**config.mk**
```make
export PLATFORM = sky130hd
export DESIGN_NAME = serial_tx
export DESIGN_NICKNAME = d
export VERILOG_FILES = /design/src/rtl/serial_tx_pkg.sv /design/src/rtl/serial_tx_framer.sv /design/src/rtl/serial_tx_baud.sv /design/src/rtl/serial_tx_shift.sv /design/src/rtl/serial_tx.sv
export SDC_FILE = /design/constraint.sdc
export NUM_CORES = 1
export LEC_CHECK = 0
export BUFFER_PORTS_ARGS = -buffer_cell sky130_fd_sc_hd__buf_4
export CORE_MARGIN = 3
export CORE_UTILIZATION = 60
export DETAILED_ROUTE_END_ITERATION = 8
export GPL_TIMING_DRIVEN = 0
export HOLD_SLACK_MARGIN = 0.15
export PLACE_DENSITY = 0.86
export SETUP_SLACK_MARGIN = 0.1
export SYNTH_ARGS = -nofsm -noshare
export SYNTH_HDL_FRONTEND = slang
export SYNTH_SLANG_ARGS = --single-unit
```
**constraint.sdc**
```tcl
create_clock -name clk_i -period 2.9 [get_ports clk_i]
set_input_delay 0.145 -clock clk_i [delete_from_list [all_inputs] [get_ports clk_i]]
set_output_delay 0.145 -clock clk_i [all_outputs]
set_load 0.005 [all_outputs]
```
**src/rtl/serial_tx_pkg.sv**
```systemverilog
package serial_tx_pkg;

  typedef enum logic [1:0] {
    PAR_EVEN  = 2'b00,
    PAR_ODD   = 2'b01,
    PAR_SPACE = 2'b10,
    PAR_MARK  = 2'b11
  } par_mode_e;

  // Format fields above the divider, MSB first: width code, two-stop, parity enable, parity mode
  typedef struct packed {
    logic [1:0] width_code;
    logic       two_stop;
    logic       par_en;
    par_mode_e  par_mode;
  } fmt_t;

  localparam int unsigned FMT_W = $bits(fmt_t);

endpackage

```
**src/rtl/serial_tx_framer.sv**
```systemverilog
module serial_tx_framer
  import serial_tx_pkg::*;
#(
  parameter int unsigned DATA_W  = 8,
  parameter int unsigned FRAME_W = DATA_W + 4,
  parameter int unsigned LEN_W   = $clog2(FRAME_W + 1)
) (
  input  fmt_t               fmt_i,
  input  logic [DATA_W-1:0]  data_i,
  output logic [FRAME_W-1:0] frame_o,
  output logic [LEN_W-1:0]   len_o
);

  logic [LEN_W-1:0]  nbits;
  logic [DATA_W-1:0] masked;
  logic              par_bit;

  assign nbits = LEN_W'(DATA_W) - LEN_W'(fmt_i.width_code);

  for (genvar j = 0; j < DATA_W; j++) begin : g_mask
    assign masked[j] = data_i[j] & (LEN_W'(j) < nbits);
  end

  always_comb begin
    unique case (fmt_i.par_mode)
      PAR_EVEN:  par_bit = ^masked;
      PAR_ODD:   par_bit = ~(^masked);
      PAR_SPACE: par_bit = 1'b0;
      default:   par_bit = 1'b1;
    endcase
  end

  assign frame_o[0] = 1'b0;

  for (genvar j = 1; j < FRAME_W; j++) begin : g_pos
    logic is_par;
    assign is_par = fmt_i.par_en && (LEN_W'(j) == nbits + LEN_W'(1));
    if (j <= DATA_W) begin : g_dat
      assign frame_o[j] = (LEN_W'(j) <= nbits) ? data_i[j-1] :
                          is_par               ? par_bit     : 1'b1;
    end else begin : g_tail
      assign frame_o[j] = is_par ? par_bit : 1'b1;
    end
  end

  assign len_o = LEN_W'(2) + nbits + LEN_W'(fmt_i.par_en) + LEN_W'(fmt_i.two_stop);

endmodule

```
**src/rtl/serial_tx_baud.sv**
```systemverilog
module serial_tx_baud #(
  parameter int unsigned DIV_W = 24
) (
  input  logic             clk_i,
  input  logic             rst_ni,
  input  logic             load_i,
  input  logic [DIV_W-1:0] div_i,
  input  logic             run_i,
  output logic             tick_o
);

  logic [DIV_W-1:0] reload_q, cnt_q, per_eff;

  assign per_eff = (div_i == '0) ? DIV_W'(1) : div_i;

  always_ff @(posedge clk_i or negedge rst_ni) begin
    if (!rst_ni) begin
      reload_q <= '0;
      cnt_q    <= '0;
    end else if (load_i) begin
      reload_q <= per_eff - DIV_W'(1);
      cnt_q    <= per_eff - DIV_W'(1);
    end else if (run_i) begin
      cnt_q <= (cnt_q == '0) ? reload_q : cnt_q - DIV_W'(1);
    end
  end

  assign tick_o = run_i && (cnt_q == '0);

  AST_CNT_BOUND: assert property (@(posedge clk_i) disable iff (!rst_ni)
    cnt_q <= reload_q);

  AST_LOAD_FULL: assert property (@(posedge clk_i) disable iff (!rst_ni)
    load_i |=> cnt_q == reload_q);

endmodule

```
**src/rtl/serial_tx_shift.sv**
```systemverilog
module serial_tx_shift #(
  parameter int unsigned FRAME_W = 12,
  parameter int unsigned LEN_W   = 4
) (
  input  logic               clk_i,
  input  logic               rst_ni,
  input  logic               start_i,
  input  logic [FRAME_W-1:0] frame_i,
  input  logic [LEN_W-1:0]   len_i,
  input  logic               tick_i,
  output logic               busy_o,
  output logic               tx_o
);

  logic [FRAME_W-1:0] sh_q;
  logic [LEN_W-1:0]   left_q;
  logic               busy_q, tx_q;

  always_ff @(posedge clk_i or negedge rst_ni) begin
    if (!rst_ni) begin
      sh_q   <= '1;
      left_q <= '0;
      busy_q <= 1'b0;
      tx_q   <= 1'b1;
    end else if (start_i) begin
      tx_q   <= frame_i[0];
      sh_q   <= {1'b1, frame_i[FRAME_W-1:1]};
      left_q <= len_i - LEN_W'(1);
      busy_q <= 1'b1;
    end else if (busy_q && tick_i) begin
      if (left_q != '0) begin
        tx_q   <= sh_q[0];
        sh_q   <= {1'b1, sh_q[FRAME_W-1:1]};
        left_q <= left_q - LEN_W'(1);
      end else begin
        busy_q <= 1'b0;
        tx_q   <= 1'b1;
      end
    end
  end

  assign busy_o = busy_q;
  assign tx_o   = tx_q;

  AST_IDLE_HIGH: assert property (@(posedge clk_i) disable iff (!rst_ni)
    !busy_q |-> tx_q);

  AST_START_LOW: assert property (@(posedge clk_i) disable iff (!rst_ni)
    start_i |=> busy_q && !tx_q);

  AST_BIT_HOLD: assert property (@(posedge clk_i) disable iff (!rst_ni)
    busy_q && !tick_i |=> busy_q && $stable(tx_q));

  AST_LAST_STOP: assert property (@(posedge clk_i) disable iff (!rst_ni)
    busy_q && tick_i && (left_q == '0) |-> tx_q);

  AST_NO_RESTART: assert property (@(posedge clk_i) disable iff (!rst_ni)
    busy_q |-> !start_i);

endmodule

```
**src/rtl/serial_tx.sv**
```systemverilog
module serial_tx
  import serial_tx_pkg::*;
#(
  parameter int unsigned DIV_W  = 24,
  parameter int unsigned DATA_W = 8,
  localparam int unsigned SETUP_W = DIV_W + FMT_W + 1
) (
  input  logic               clk_i,
  input  logic               rst_ni,
  input  logic [SETUP_W-1:0] setup_i,
  input  logic               wr_i,
  input  logic [DATA_W-1:0]  data_i,
  output logic               busy_o,
  output logic               tx_o
);

  localparam int unsigned FRAME_W = DATA_W + 4;
  localparam int unsigned LEN_W   = $clog2(FRAME_W + 1);

  fmt_t               fmt;
  logic [FRAME_W-1:0] frame;
  logic [LEN_W-1:0]   len;
  logic               accept, tick;
  logic               spare_unused;

  assign fmt          = fmt_t'(setup_i[DIV_W +: FMT_W]);
  assign spare_unused = setup_i[SETUP_W-1];
  assign accept       = wr_i && !busy_o;

  serial_tx_framer #(
    .DATA_W (DATA_W),
    .FRAME_W(FRAME_W),
    .LEN_W  (LEN_W)
  ) u_framer (
    .fmt_i  (fmt),
    .data_i (data_i),
    .frame_o(frame),
    .len_o  (len)
  );

  serial_tx_baud #(
    .DIV_W(DIV_W)
  ) u_baud (
    .clk_i (clk_i),
    .rst_ni(rst_ni),
    .load_i(accept),
    .div_i (setup_i[DIV_W-1:0]),
    .run_i (busy_o),
    .tick_o(tick)
  );

  serial_tx_shift #(
    .FRAME_W(FRAME_W),
    .LEN_W  (LEN_W)
  ) u_shift (
    .clk_i  (clk_i),
    .rst_ni (rst_ni),
    .start_i(accept),
    .frame_i(frame),
    .len_i  (len),
    .tick_i (tick),
    .busy_o (busy_o),
    .tx_o   (tx_o)
  );

  AST_WR_IGNORED: assert property (@(posedge clk_i) disable iff (!rst_ni)
    busy_o && wr_i && !tick |=> busy_o && $stable(tx_o));

  AST_ACCEPT_BUSY: assert property (@(posedge clk_i) disable iff (!rst_ni)
    wr_i && !busy_o |=> busy_o);

endmodule

```
==> metrics.txt, run 1 <==
routability cong. 0.936; Top FF cell, synth dfrtp_1; Yosys top cell by area dfrtp_1; share of cells above drive strength 1 0.184; Worst R2R Start u_baud.cnt_q[2]; worst skew pair latency 0.36 ns; FF-to-FF path depth 7; FF-to-FF End u_baud.cnt_q[18]; synthesized flop and latch total 65; final hold violations 0; most common cell in the synthesized netlist nor2_1; Ports 44; Arr. time, crit path 3.04 ns; number of synthesized flops with an enable pin 0; Static Leak 2.29 nW; largest cells by area after synthesis dfrtp_1, dfstp_2, xnor2_1, nor2_1, nand2_1; area grow syn2layout 20.7%; Overflow after GRT 0; root buffer cell clkbuf_8; first-pass GRT wire length 21,000 um; Reg clk slew, reported paths 0.07 ns; hold_ws 0.148 ns; post-synthesis cell area 4470 sq um; post-DR wirelength/cell 18.8 um; Max Clk Rate 0.357 GHz; die area 8520 sq um; Slew headroom 0.402; total power 3.09 mW; core area 7020 sq um; Slew @ Worst Pin 0.896 ns; CTS tree done; syn_nets 583; chip width 92.3 um; Crit Path Max Fanout 5; max-slew violations 0; Switching Share 0.342; r2r setup slk 0.16 ns; post-DR vias/cell 6.46; via count 4,524; Finish-stage setup viols 0; Rows 30; DRT iter0 DRCs 564; max_cap viols 0; design area 5390 sq um; footprint of the multi-input gates 2730 sq um; Final ANT Viol Nets 0; Clock Tree Buf Depth 2; Yosys top cell area share 0.297; final worst path period share 0.966; drt pass-1 iters 5; Post-synth ARST share 1.00; count of different cell masters after synthesis 63; crit path from setup_i[13]; Seq pwr share 0.423; outcome finished, final reports clean; Syn. warnings 0; fin crit period 2.80 ns; dpl cell area 4900 sq um; fin cells 700; dpl ws -0.227 ns; Syn Inst Count 525; sequential-to-total area share from yosys stat 0.368; GRT Total Usage 0.317; total CTS buffers 9; Fill cells 518; final WL 13,200 um; H-tree levels 3; pwr/cell area 573 nW/um^2; final critical-path setup slack 0.0985 ns; worst setup path end u_baud.cnt_q[20]; number of antenna violations at the first check in global routing 0; largest net degree at the start of global routing 66; Psw 1.06 mW; Worst EP required 3.14 ns; vias in the first global route 4,350; unrepaired setup endpoints after global routing yes; startpoint types input pin; Placed Instances 663; Mean Syn Cell Area 8.51 sq um; Clock Power Share 0.271; chip height 92.3 um; number of port buffers 42; clock sink total 65; crit path capture type flip-flop; Worst Hold Class in2reg; Layout Nets 657; Reg area 1640 sq um; CP Class in2reg; Initial Utilization 0.636; Antenna Cells 0; DRC violations left 0; Worst Clk Skew 0.00954 ns; top cells by count, synth nor2_1, nand2_1, dfrtp_1; Setup TNS 0 ns; DP HPWL 9030 um; Internal Dissipation 2.03 mW; Comb power frac 0.306; IR Drop Worst-Case VDD 0.375 mV; post-layout util 0.768
timing repair:
| action | CTS | global route |
|---|---|---|
| buffers inserted | 2 | 9 |
| hold endpoints to repair | 63 | 0 |
| hold buffers | 10 | 0 |
| pin swaps | 1 | 7 |
| cloned | 0 | 0 |
| gates resized for setup | 5 | 16 |
| setup endpoints to repair | 24 | 34 |
per-layer routing:
metal	wire [um]	GRT usage
met1	5040	0.393
met4	526	0.140
met3	1130	0.0582
met2	6470	0.536
met5	0	0
power groups by stage:
stage	Sequential [mW]	Combinational [mW]	Clock, mW
final	1.31	0.945	0.836
after global routing	1.33	1.05	0.878
after CTS	1.29	0.876	0.834
after detailed placement	1.30	0.844	0
after global placement	1.30	0.803	0
after floorplan	1.26	0.638	0
worst min-delay path by stage:
| stage | start | endpoint | cells after the start |
|---|---|---|---|
| 6_report | setup_i[27] | u_shift.left_q[0] | 4 |
| 5_1_grt | setup_i[11] | u_baud.reload_q[11] | 3 |
| 4_1_cts | setup_i[10] | u_baud.reload_q[10] | 3 |
| 3_5_place_dp | rst_ni | u_baud.reload_q[4] | 1 |
| 3_3_place_gp | rst_ni | u_baud.reload_q[4] | 1 |
| 2_1_floorplan | rst_ni | u_baud.cnt_q[0] | 0 |
placed cells by master, fill, tap and decap left out, types with 7 or more instances in the layout:
master and instances:
a211oi_1 12, a21o_1 11, a21oi_1 27, a31oi_1 14, buf_4 53, clkbuf_1 21
clkbuf_8 12, dfrtp_1 52, dfstp_2 12, dlygate4sd3_1 10, ha_1 14, inv_1 16
nand2_1 54, nand4_1 7, nor2_1 55, nor3_1 15, nor4_1 10, o211ai_1 10
o21ai_0 36, or3_1 10, xnor2_1 27, xor2_1 10
worst max-delay path: stages:
cell and delay (ns):
buf_4 0.12, or4_1 0.62, nand4b_1 0.31, nor2_1 0.29, a21oi_2 0.17, ha_2 0.25
nor2b_1 0.18, nand4_1 0.19, buf_4 0.15, nor3_1 0.04, xnor2_1 0.31, a211o_1 0.18
o21ai_0 0.07
area by class of cell:
cell class | count | area share
clock inverter | 4 | 0.00929
timing repair buffer | 63 | 0.0924
tap | 96 | 0.0223
multi-input combinational | 418 | 0.506
buffer | 26 | 0.0234
clock buffer | 12 | 0.0306
inverter | 16 | 0.0111
sequential | 65 | 0.305
cells by family (layout without fill, tap and decap cells):
kind of cell    count (synthesis)  in the layout  share of synthesized area
compound gates                148            148                      0.214
xor+xnor                       38             38                     0.0776
fa+ha+maj                      16             16                     0.0465
buf+inv                        42            121                     0.0389
flops                          65             65                      0.368
mux                             6              6                     0.0146
simple gates                  210            210                      0.241
registers in the layout (all words and copies together), names as in the netlist:
| signal | flops |
|---|---|
| u_shift.tx_o | 1 |
| u_shift.left_q | 4 |
| u_baud.reload_q | 24 |
| u_baud.cnt_q | 24 |
| u_shift.sh_q | 11 |
| u_shift.busy_o | 1 |
No activity file was read; power rests on OpenSTA's default activity.
==> run 2, diff against run 1 <==
--- a/config.mk
+++ b/config.mk
@@ -6,6 +6,7 @@
 export NUM_CORES = 1
 export LEC_CHECK = 0
 export BUFFER_PORTS_ARGS = -buffer_cell sky130_fd_sc_hd__buf_4
+export CAP_MARGIN = 20
 export CORE_MARGIN = 3
 export CORE_UTILIZATION = 60
 export DETAILED_ROUTE_END_ITERATION = 8
==> constraint.sdc (replaced) <==
create_clock -name clk_i -period 3 [get_ports clk_i]
set_input_delay 0.15 -clock clk_i [delete_from_list [all_inputs] [get_ports clk_i]]
set_output_delay 0.15 -clock clk_i [all_outputs]
set_load 0.005 [all_outputs]
==> run 2 against run 1 <==
Core utilization decreased by 1.0 points. Critical path depth decreased by 6. Setup slack improved by 0.054 ns. Die area unchanged. Non-clock buffer count decreased by 5. Combinational power decreased by 5.7%. Via count decreased by 1.3%. Total power decreased by 4.1%. Final cell count decreased by 0.71%. First-iteration DRC count increased by 2.1%. Wire length decreased by 2.0%. Sequential cell count unchanged. Critical path type is now reg2reg. Largest cell class unchanged. Highest routed layer unchanged.
==> metrics.txt, run 2 (synthesis results as in run 1) <==
Final ANT Viol Nets 0; DRC violations left 0; Crit-path slowest cell or4_1; share of cells above drive strength 1 0.172; CTS tree done; Ports 44; Crit Path Max Fanout 10; first-pass GRT wire length 20,900 um; Slew @ Worst Pin 0.890 ns; pwr/cell area 557 nW/um^2; root buffer cell clkbuf_8; Overflow after GRT 0; post-DR vias/cell 6.42; via count 4,464; max_cap viols 0; die area 8520 sq um; startpoint types flip-flop; Reg clk slew, reported paths 0.08 ns; Slew headroom 0.405; commonest non-fill, non-tap cell in the layout nor2_1; Critical Path Most Common Cell clkbuf_2; met3 Usage GRT 0.0541; Static Leak 2.26 nW; Regs by FF count u_baud.cnt_q (24), u_baud.reload_q (24), u_shift.sh_q (11); DP HPWL 9030 um; dpl cell area 4900 sq um; worst skew pair latency 0.36 ns; CP max stage delay 0.61 ns; clock sink total 65; Antenna Cells 0; final WL 12,900 um; GRT Total Usage 0.314; post-layout util 0.758; met1 usage in global routing 0.389; H-tree levels 3; Fill cells 529; Initial Utilization 0.636; M2 GR Usage 0.536; Clock Tree Buf Depth 2; design area 5320 sq um; Worst Clk Skew 0.00926 ns; Finish-stage setup viols 0; Worst Hold Class in2reg; Arr. time, crit path 3.07 ns; vias in the first global route 4,325; number of antenna violations at the first check in global routing 0; outcome finished, final reports clean; total CTS buffers 9; number of port buffers 42; drt pass-1 iters 5; total power 2.96 mW; crit path capture type flip-flop; CP Class reg2reg; max-slew violations 0; Max Clk Rate 0.351 GHz; core area 7020 sq um; busiest layer in global routing met2; post-DR wirelength/cell 18.6 um; chip height 92.3 um; final worst path period share 0.949; most frequent cells in the layout nor2_1, nand2_1, dfrtp_1; area grow syn2layout 19.0%; routability cong. 0.936; IR Drop Worst-Case VDD 0.351 mV; fin crit period 2.85 ns; chip width 92.3 um; DRT iter0 DRCs 576; final hold violations 0; largest net degree at the start of global routing 66; Layout Nets 652; Worst EP required 3.23 ns; cells along the critical path or4_1 -> nor4b_2 -> nand3_2 -> clkbuf_2 -> clkbuf_2 -> o211ai_1 -> o21bai_1; Rows 30
run 2: cell types whose count changed in the layout (fill, tap and decap cells not counted), sizes merged:
cell | before | now
buf | 56 | 52
dlygate4sd3 | 10 | 9
run 2: worst paths after layout:
kind / slack, ns / end / cells after the start / from
setup / recovery: 0.15 / u_baud.cnt_q[18] / 7 / u_baud.cnt_q[2]
hold / removal: 0.15 / u_shift.left_q[0] / 4 / setup_i[27]
setup reg to reg: 0.15 / u_baud.cnt_q[18] / 7 / u_baud.cnt_q[2]
hold reg to reg: 0.48 / u_baud.reload_q[17] / 1 / u_baud.reload_q[17]
max in group asynchronous: 1.95 / u_baud.cnt_q[7] / 2 / rst_ni
min in group asynchronous: 0.46 / u_baud.reload_q[4] / 2 / rst_ni
run 2: layer usage:
layer | vias to the layer above | wire, um
li1 | 2055 | -
met1 | 2109 | 5020
met2 | 257 | 6300
met3 | 43 | 1140
met4 | 0 | 445
met5 | - | 0
run 2: layout make-up:
class | count | area (sq um) | area share
buffer | 26 | 123 | 0.0231
clock buffer | 12 | 165 | 0.0311
clock inverter | 4 | 50.0 | 0.00941
inverter | 16 | 60.1 | 0.0113
multi-input combinational | 418 | 2700 | 0.508
sequential | 65 | 1640 | 0.309
tap | 96 | 120 | 0.0226
timing repair buffer | 58 | 455 | 0.0856
run 2: per-stage QoR:
step | std cells | worst slack, ns | setup TNS, ns | hold slack (ns)
2_1_floorplan | 525 | 0.469 | 0 | -0.146
3_5_place_dp | 663 | -0.132 | -1.30 | 0.290
4_1_cts | 688 | 0.103 | 0 | 0.154
3_3_place_gp | 663 | -0.102 | -0.782 | 0.285
5_1_grt | 695 | -0.00771 | -0.00771 | 0.172
6_report | 695 | 0.152 | 0 | 0.148
run 2: power breakdown:
| part | internal [mW] | total [mW] | switching, mW | leakage [nW] |
|---|---|---|---|---|
| Sequential | 1.07 | 1.26 | 0.194 | 0.773 |
| Clock | 0.450 | 0.810 | 0.360 | 0.105 |
| Combinational | 0.437 | 0.891 | 0.455 | 1.38 |
| Total | 1.95 | 2.96 | 1.01 | 2.26 |
run 2: critical path: cells and delay by family (launching register included):
| family | cells | cell delay (ns) |
|---|---|---|
| flip-flops | 1 | 0.45 |
| buffers and inverters | 2 | 0.60 |
| AO/OA/AOI/OAI | 2 | 0.38 |
| AND/OR/NAND/NOR | 3 | 1.29 |
run 2: repair_timing:
action	4_1_cts	5_1_grt
endpoints found under the setup margin	14	21
endpoints found under the hold margin	62	0
hold buffers	9	0
buffers inserted	0	6
gates resized for setup	4	12
pin swaps	1	2
